[config.mk]
export PLATFORM = sky130hd
export DESIGN_NAME = pstimer16
export DESIGN_NICKNAME = d
export VERILOG_FILES = /design/src/rtl/pstimer16_pkg.sv /design/src/rtl/pstimer16_src.sv /design/src/rtl/pstimer16_presc.sv /design/src/rtl/pstimer16_core.sv /design/src/rtl/pstimer16.sv
export SDC_FILE = /design/constraint.sdc
export NUM_CORES = 1
export LEC_CHECK = 0
export BUFFER_PORTS_ARGS = -buffer_cell sky130_fd_sc_hd__buf_2
export CAP_MARGIN = 20
export CORE_MARGIN = 5
export CORE_UTILIZATION = 30
export DETAILED_ROUTE_END_ITERATION = 16
export SLEW_MARGIN = 20
export SYNTH_ARGS = -nofsm -noshare
export SYNTH_HDL_FRONTEND = slang
export SYNTH_SLANG_ARGS = --single-unit
export TNS_END_PERCENT = 50
[constraint.sdc]
create_clock -name clk -period 1.7 [get_ports clk]
set_input_delay 0 -clock clk [delete_from_list [all_inputs] [get_ports clk]]
set_output_delay 0 -clock clk [all_outputs]
set_load 0.1 [all_outputs]
[src/rtl/pstimer16_pkg.sv]
package pstimer16_pkg;

   // Register addresses on the 2-bit bus
   typedef enum logic [1:0] {
      REG_CTRL = 2'd0,
      REG_CLO  = 2'd1,
      REG_CHI  = 2'd2,
      REG_FLAG = 2'd3
   } reg_addr_e;

   // Fixed control-bit positions; the prescaler field starts at CB_PS
   localparam int CB_RUN  = 0;
   localparam int CB_SRC  = 1;
   localparam int CB_SYNC = 2;
   localparam int CB_PS   = 3;

   // Flag register bit holding the overflow state
   localparam int FB_OVF  = 0;

endpackage

[src/rtl/pstimer16_src.sv]
// Source selection: internal cycle tick or external edge (synchronised or raw)
module pstimer16_src #(
   parameter int CYC_DIV     = 4,
   parameter int SYNC_STAGES = 2
) (
   input  logic clk,
   input  logic rst_n,
   input  logic ext_clk,
   input  logic src_ext,
   input  logic sync_en,
   output logic src_tick
);

   localparam int PH_W = (CYC_DIV > 1) ? $clog2(CYC_DIV) : 1;

   logic int_tick;
   logic sync_edge;
   logic async_edge;

   // ---------------- internal instruction-cycle tick ----------------
   generate
      if (CYC_DIV == 1) begin : g_nodiv
         assign int_tick = 1'b1;
      end else begin : g_div
         logic [PH_W-1:0] phase;
         always_ff @(posedge clk or negedge rst_n) begin
            if (!rst_n)                            phase <= '0;
            else if (phase == PH_W'(CYC_DIV - 1))  phase <= '0;
            else                                   phase <= phase + 1'b1;
         end
         assign int_tick = (phase == PH_W'(CYC_DIV - 1));

         AST_CYC_GAP: assert property (@(posedge clk) disable iff (!rst_n)
            int_tick |=> !int_tick);
      end
   endgenerate

   // ---------------- synchronised external path ----------------
   logic [SYNC_STAGES-1:0] sync_q;
   logic                   sync_prev;

   generate
      for (genvar i = 0; i < SYNC_STAGES; i++) begin : g_sync
         if (i == 0) begin : g_first
            always_ff @(posedge clk or negedge rst_n) begin
               if (!rst_n) sync_q[0] <= 1'b0;
               else        sync_q[0] <= ext_clk;
            end
         end else begin : g_next
            always_ff @(posedge clk or negedge rst_n) begin
               if (!rst_n) sync_q[i] <= 1'b0;
               else        sync_q[i] <= sync_q[i-1];
            end
         end
      end
   endgenerate

   always_ff @(posedge clk or negedge rst_n) begin
      if (!rst_n) sync_prev <= 1'b0;
      else        sync_prev <= sync_q[SYNC_STAGES-1];
   end

   assign sync_edge = sync_q[SYNC_STAGES-1] & ~sync_prev;

   // ---------------- raw (unsynchronised) external path ----------------
   logic raw_prev;
   always_ff @(posedge clk or negedge rst_n) begin
      if (!rst_n) raw_prev <= 1'b0;
      else        raw_prev <= ext_clk;
   end

   assign async_edge = ext_clk & ~raw_prev;

   // ---------------- source mux ----------------
   always_comb begin
      if (!src_ext)     src_tick = int_tick;
      else if (sync_en) src_tick = sync_edge;
      else              src_tick = async_edge;
   end

   AST_EDGE_SINGLE: assert property (@(posedge clk) disable iff (!rst_n)
      sync_edge |=> !sync_edge);

endmodule

[src/rtl/pstimer16_presc.sv]
// Power-of-two prescaler on the selected source tick
module pstimer16_presc #(
   parameter int PS_W = 2
) (
   input  logic            clk,
   input  logic            rst_n,
   input  logic            src_tick,
   input  logic            run,
   input  logic [PS_W-1:0] ps_sel,
   input  logic            restart,
   output logic            cnt_pulse
);

   localparam int DIV_W = (1 << PS_W) - 1;

   logic [DIV_W-1:0] pcnt;
   logic [DIV_W-1:0] mask;

   assign mask = ~({DIV_W{1'b1}} << ps_sel);

   always_ff @(posedge clk or negedge rst_n) begin
      if (!rst_n)                pcnt <= '0;
      else if (restart)          pcnt <= '0;
      else if (run && src_tick)  pcnt <= pcnt + 1'b1;
   end

   assign cnt_pulse = run & src_tick & ((pcnt & mask) == mask) & ~restart;

   AST_PRESC_HOLD: assert property (@(posedge clk) disable iff (!rst_n)
      !run && !restart |=> $stable(pcnt));

   AST_PRESC_RESTART: assert property (@(posedge clk) disable iff (!rst_n)
      restart |=> pcnt == '0);

endmodule

[src/rtl/pstimer16_core.sv]
// Count register, high-byte buffer and sticky overflow flag
module pstimer16_core #(
   parameter int CNT_W = 16,
   parameter int BUS_W = 8
) (
   input  logic             clk,
   input  logic             rst_n,
   input  logic             cnt_pulse,
   input  logic             clr,
   input  logic             mode16,
   input  logic             wr_lo,
   input  logic             wr_hi,
   input  logic             rd_lo,
   input  logic [BUS_W-1:0] wdata,
   input  logic             flag_clr,
   output logic [CNT_W-1:0] count,
   output logic [BUS_W-1:0] hbuf,
   output logic             ovf
);

   localparam int HI_W = CNT_W - BUS_W;

   logic wr_hi_direct;
   logic wrap;

   assign wr_hi_direct = wr_hi & ~mode16;
   assign wrap = cnt_pulse & ~clr & ~wr_lo & ~wr_hi_direct & (&count);

   always_ff @(posedge clk or negedge rst_n) begin
      if (!rst_n)            count <= '0;
      else if (clr)          count <= '0;
      else if (wr_lo) begin
         if (mode16)         count <= {hbuf, wdata};
         else                count <= {count[CNT_W-1:BUS_W], wdata};
      end
      else if (wr_hi_direct) count <= {wdata, count[BUS_W-1:0]};
      else if (cnt_pulse)    count <= count + 1'b1;
   end

   always_ff @(posedge clk or negedge rst_n) begin
      if (!rst_n)                 hbuf <= '0;
      else if (mode16 && wr_hi)   hbuf <= wdata;
      else if (mode16 && rd_lo)   hbuf <= count[CNT_W-1:BUS_W];
   end

   always_ff @(posedge clk or negedge rst_n) begin
      if (!rst_n)        ovf <= 1'b0;
      else if (wrap)     ovf <= 1'b1;
      else if (flag_clr) ovf <= 1'b0;
   end

   AST_WRAP_FLAG: assert property (@(posedge clk) disable iff (!rst_n)
      cnt_pulse && !clr && !wr_lo && !(wr_hi && !mode16) && (count == {CNT_W{1'b1}})
      |=> ovf && (count == '0));

   AST_FLAG_STICKY: assert property (@(posedge clk) disable iff (!rst_n)
      ovf && !flag_clr |=> ovf);

   AST_TRIG_CLEAR: assert property (@(posedge clk) disable iff (!rst_n)
      clr |=> count == '0);

   AST_BUF_ONLY: assert property (@(posedge clk) disable iff (!rst_n)
      mode16 && wr_hi && !wr_lo && !clr && !cnt_pulse |=> $stable(count));

   AST_LO_LOAD16: assert property (@(posedge clk) disable iff (!rst_n)
      mode16 && wr_lo && !clr |=> count == {$past(hbuf), $past(wdata)});

   AST_RD_CAPTURE: assert property (@(posedge clk) disable iff (!rst_n)
      mode16 && rd_lo && !wr_hi |=> hbuf == $past(count[CNT_W-1:CNT_W-HI_W]));

endmodule

[src/rtl/pstimer16.sv]
// Prescaled 16-bit timer/counter behind an 8-bit register bus
module pstimer16 #(
   parameter int CNT_W       = 16,
   parameter int BUS_W       = 8,
   parameter int PS_W        = 2,
   parameter int CYC_DIV     = 4,
   parameter int SYNC_STAGES = 2
) (
   input  logic             clk,
   input  logic             rst_n,
   input  logic [1:0]       bus_addr,
   input  logic             bus_wr,
   input  logic             bus_rd,
   input  logic [BUS_W-1:0] bus_wdata,
   output logic [BUS_W-1:0] bus_rdata,
   input  logic             ext_clk,
   input  logic             clr_trig,
   output logic             irq_flag
);

   import pstimer16_pkg::*;

   localparam int CB_M16    = CB_PS + PS_W;
   localparam int CTRL_USED = CB_M16 + 1;
   localparam logic [BUS_W-1:0] CTRL_MASK = BUS_W'((1 << CTRL_USED) - 1);

   // ---------------- elaboration checks ----------------
   generate
      if (CNT_W != 2 * BUS_W) begin : g_chk_width
         $error("pstimer16: CNT_W must be twice BUS_W");
      end
      if (CTRL_USED > BUS_W) begin : g_chk_ctrl
         $error("pstimer16: control fields do not fit in BUS_W");
      end
      if (PS_W < 1) begin : g_chk_ps
         $error("pstimer16: PS_W must be at least 1");
      end
      if (SYNC_STAGES < 2) begin : g_chk_sync
         $error("pstimer16: SYNC_STAGES must be at least 2");
      end
      if (CYC_DIV < 1) begin : g_chk_div
         $error("pstimer16: CYC_DIV must be at least 1");
      end
   endgenerate

   // ---------------- bus decode ----------------
   logic [BUS_W-1:0] ctrl;
   logic             wr_lo, wr_hi, rd_lo, flag_clr, cnt_write, restart;
   logic             run, src_ext, sync_en, mode16;
   logic [PS_W-1:0]  ps_sel;

   assign wr_lo    = bus_wr && (bus_addr == REG_CLO);
   assign wr_hi    = bus_wr && (bus_addr == REG_CHI);
   assign rd_lo    = bus_rd && !bus_wr && (bus_addr == REG_CLO);
   assign flag_clr = bus_wr && (bus_addr == REG_FLAG) && !bus_wdata[FB_OVF];

   assign run     = ctrl[CB_RUN];
   assign src_ext = ctrl[CB_SRC];
   assign sync_en = ctrl[CB_SYNC];
   assign ps_sel  = ctrl[CB_PS +: PS_W];
   assign mode16  = ctrl[CB_M16];

   assign cnt_write = wr_lo | (wr_hi & ~mode16);
   assign restart   = clr_trig | cnt_write;

   always_ff @(posedge clk or negedge rst_n) begin
      if (!rst_n)                               ctrl <= '0;
      else if (bus_wr && bus_addr == REG_CTRL)  ctrl <= bus_wdata & CTRL_MASK;
   end

   // ---------------- datapath ----------------
   logic             src_tick, cnt_pulse, ovf;
   logic [CNT_W-1:0] count;
   logic [BUS_W-1:0] hbuf;

   pstimer16_src #(
      .CYC_DIV     (CYC_DIV),
      .SYNC_STAGES (SYNC_STAGES)
   ) u_src (
      .clk      (clk),
      .rst_n    (rst_n),
      .ext_clk  (ext_clk),
      .src_ext  (src_ext),
      .sync_en  (sync_en),
      .src_tick (src_tick)
   );

   pstimer16_presc #(
      .PS_W (PS_W)
   ) u_presc (
      .clk       (clk),
      .rst_n     (rst_n),
      .src_tick  (src_tick),
      .run       (run),
      .ps_sel    (ps_sel),
      .restart   (restart),
      .cnt_pulse (cnt_pulse)
   );

   pstimer16_core #(
      .CNT_W (CNT_W),
      .BUS_W (BUS_W)
   ) u_core (
      .clk       (clk),
      .rst_n     (rst_n),
      .cnt_pulse (cnt_pulse),
      .clr       (clr_trig),
      .mode16    (mode16),
      .wr_lo     (wr_lo),
      .wr_hi     (wr_hi),
      .rd_lo     (rd_lo),
      .wdata     (bus_wdata),
      .flag_clr  (flag_clr),
      .count     (count),
      .hbuf      (hbuf),
      .ovf       (ovf)
   );

   // ---------------- read mux ----------------
   always_comb begin
      bus_rdata = '0;
      case (bus_addr)
         REG_CTRL: bus_rdata = ctrl;
         REG_CLO:  bus_rdata = count[BUS_W-1:0];
         REG_CHI:  bus_rdata = mode16 ? hbuf : count[CNT_W-1:BUS_W];
         REG_FLAG: bus_rdata[FB_OVF] = ovf;
         default:  bus_rdata = '0;
      endcase
   end

   assign irq_flag = ovf;

   AST_HOLD_OFF: assert property (@(posedge clk) disable iff (!rst_n)
      !run && !clr_trig && !cnt_write |=> $stable(count));

   AST_FLAG_PIN: assert property (@(posedge clk) disable iff (!rst_n)
      irq_flag && !(bus_wr && bus_addr == REG_FLAG) |=> irq_flag);

endmodule

==> results.json <==
{
  "cts_root_buf": "clkbuf_8",
  "drt_iter0_drc": 180,
  "switching_power_w": 0.001267,
  "yosys.area.top_type": "dfrtp_1",
  "worstSetupEndpointType": "output port",
  "period_share": 1.043,
  "yosysSeqAreaShare": 0.3662,
  "worstSetupPathType": "flip-flop to output port",
  "antenna_left": 0,
  "cp-start-kind": "flip-flop",
  "min_period_ns": 1.774,
  "grtUsageTotal": 0.1620,
  "grt_max_degree": 40,
  "share_comb_of_total_power": 0.424,
  "cts_buffers": 5,
  "path_clk_slew_ns": 0.08,
  "row_count": 34,
  "cpLargestDelayFamily": "multiplexers",
  "nFillCells": 861,
  "mappedNetlistNets": 312,
  "fin_skew_ns": 0.003177,
  "fin_area_um2": 3742,
  "die_area_um2": 10870,
  "vias_per_cell": 5.676,
  "setup_slack_ns": -0.07387,
  "core_um2": 8678,
  "syn_inst": 293,
  "cp_data_arrival_time_ns": 1.77,
  "dieWidth_um": 104.3,
  "syn_avg_cell_area_um2": 9.096,
  "crit_chain": "buf_6, and2_4, o21bai_4, mux4_2, buf_12",
  "drtPass1Iterations": 5,
  "hp-class": "primary input to flip-flop",
  "synth_seq_cells": 39,
  "clock-sinks": 39,
  "violations": "negative setup slack",
  "worstHoldPathCells": 3,
  "cts_tree": "built",
  "setup_viol": 11,
  "switching_share": 0.3928,
  "grt_pass1_vias": 2739,
  "synthTopCellsByArea": "dfrtp_1 37%, mux2i_1 5.6%, a21oi_1 4.3%",
  "drive_gt1_frac": 0.3929,
  "synthArstFlopShare": 1.000,
  "wl_per_cell_um": 18.64,
  "die_y_um": 104.3,
  "numPortBuffers": 24,
  "p_leak_nw": 1.510,
  "post_dp_cell_area_um2": 3373,
  "worstMarginPinSlew_ns": 0.5230,
  "ys_dominant_reg_cell": "dfrtp_1",
  "rsz0062_at_grt": "true",
  "ios": 25,
  "fmax_mhz": 563.7,
  "maxCapViolations": 0,
  "crit_fanout": 3,
  "nNetsFinal": 382,
  "ys_types": 66,
  "crit_required_ns": 1.70,
  "drc": 0,
  "syn2layout_area_growth_pct": 40.42,
  "htreeDepth": 2,
  "hold_viol": 0,
  "timing.hold.ws_ns": 0.02452,
  "dp_hpwl_um": 6544,
  "grt_pass1_wl_um": 14160,
  "fin_setup_tns_ns": -0.2079,
  "path_buf_inv": 2,
  "overflow": 0,
  "clock_latency_ns": 0.30,
  "start_util": 0.3071,
  "diodes": 0,
  "netlist.area_leader.share": 0.3662,
  "power.density_nw_per_um2": 862.3,
  "cts_buffer_depth": 2,
  "slew_violations": 0,
  "slowest_delay_ns": 0.48,
  "r2r_cells": 6,
  "synth_area_um2": 2665,
  "p_clk_frac": 0.207,
  "p_int_w": 0.001959,
  "pwr-share-seq": 0.369,
  "drt_wl_total_um": 8796,
  "slowest_stage": "mux4_2",
  "cp_num_cells": 5,
  "synth_edf_count": 0,
  "status": "finished with violations",
  "peakVddDrop_mv": 0.4950,
  "max-slew-margin-rel": 0.6513,
  "gp_congestion": 0.9011,
  "antenna_found_initial": 0,
  "yosys_warnings": 0,
  "dr_total_vias": 2679,
  "finalPower_w": 0.003227
}
==> power by group through the flow <==
stage	Combinational, W	Clock (W)	Sequential (W)
final	0.00137	0.000669	0.00119
after global routing	0.00145	0.000726	0.00121
after CTS	0.00131	0.000684	0.00119
after detailed placement	0.00122	0	0.00121
after global placement	0.00120	0	0.00120
after floorplan	0.000784	0	0.00117
==> cells in the final DEF (no fill, tap or decap), drive strengths merged, types with 2 or more instances in the layout <==
master	n
dfrtp	39
o2111ai	2
buf	81
or3	2
o32ai	5
o221a	3
a311oi	3
a32o	4
mux2i	15
o22ai	6
clkbuf	5
o211ai	3
a211oi	5
dlygate4sd3	5
nor2	29
xnor2	2
clkinvlp	2
and4	4
clkinv	2
nand2b	5
nand4b	3
a31oi	3
nand4	5
o221ai	2
mux2	7
o41ai	2
and3	4
and4bb	2
nor2b	2
inv	8
nor3	6
nand2	21
nand3	11
ha	3
a21oi	23
o21ai	13
nand3b	2
a221o	2
==> cell families (layout without fill, tap and decap cells) <==
group | Yosys count | after routing | synth area share
muxes | 23 | 23 | 0.09437
buffers and inverters | 32 | 103 | 0.05164
DFF | 39 | 39 | 0.3662
AOI/OAI and AO/OA | 91 | 91 | 0.2521
xor gates and xnor gates | 3 | 3 | 0.009861
adders and majority gates | 3 | 3 | 0.01409
and+or+nand+nor | 102 | 102 | 0.2117
==> path summary, 6_finish.rpt <==
check | slack (ns) | to | startpoint
setup / recovery | -0.07 | bus_rdata[0] | ctrl[5]
max in group asynchronous | 1.04 | u_core.count[1] | rst_n
hold / removal | 0.02 | ctrl[2] | bus_wdata[2]
hold reg to reg | 0.39 | u_src.sync_prev | u_src.sync_q[1]
setup reg to reg | -0.04 | u_core.count[9] | ctrl[5]
min in group asynchronous | 0.29 | u_core.count[4] | rst_n
==> sequential cells by signal (all words and copies together), names as in the netlist <==
| name | flops |
|---|---|
| u_presc.pcnt | 3 |
| u_src.sync_q | 2 |
| u_src.sync_prev | 1 |
| u_src.g_div.phase | 2 |
| u_core.ovf | 1 |
| u_core.count | 16 |
| u_core.hbuf | 8 |
| ctrl | 6 |
==> synthesized netlist by cell type (2+ instances only) <==
master     instances
dfrtp_1           39
nor2_1            28
a21oi_1           23
nand2_1           21
mux2i_1           15
nand3_1           11
buf_2             10
o21ai_0           10
clkbuf_1           9
inv_1              9
mux2_2             7
nor3_1             6
o22ai_1            6
a211oi_1           5
nand2b_1           5
o32ai_1            5
a32o_1             4
and3_1             4
and4_1             4
nand4_1            4
a311oi_1           3
ha_1               3
nand4b_1           3
o211ai_1           3
o221a_2            3
a221o_1            2
a31oi_1            2
and4bb_2           2
buf_1              2
nand3b_1           2
nor2b_1            2
o2111ai_1          2
o21ai_2            2
o221ai_1           2
o41ai_1            2
or3_1              2
xnor2_1            2
==> stage by stage <==
stage / instances / utilization / setup WS, ns
after global routing: 472 / 0.4312 / -0.1326
after global placement: 452 / 0.3887 / -0.06168
final: 472 / 0.4312 / -0.07387
after detailed placement: 452 / 0.3887 / -0.1205
after CTS: 471 / 0.4191 / -0.08448
after floorplan: 293 / - / -0.1746
==> metal layers <==
metal / vias up / wire (um) / global-route usage
li1: 1260 / - / -
met1: 1295 / 3796 / 0.2117
met2: 102 / 4201 / 0.2609
met3: 22 / 498 / 0.02980
met4: 0 / 299 / 0.07031
met5: - / 0 / 0
==> final cells by class <==
class	count	area [um2]	area share
Multi-Input combinational cell	222	1757	0.4694
Sequential cell	39	977.2	0.2611
Timing Repair Buffer	86	742.0	0.1983
Tap cell	108	135.1	0.03611
Clock buffer	5	68.82	0.01839
Inverter	9	37.54	0.01003
Clock inverter	3	25.02	0.006687
==> tightest hold or removal path, stage by stage <==
cell     delay (ns)
buf_2          0.15
nand2_1        0.06
o21ai_0        0.07
==> repair_timing <==
action,in CTS,in global routing
hold buffers,5,0
endpoints found under the setup margin,17,21
buffers inserted,6,1
pin swaps,10,10
cloned,0,0
resized for setup,21,17
hold endpoints to repair,44,0
Power figures use the tool's default switching activity.
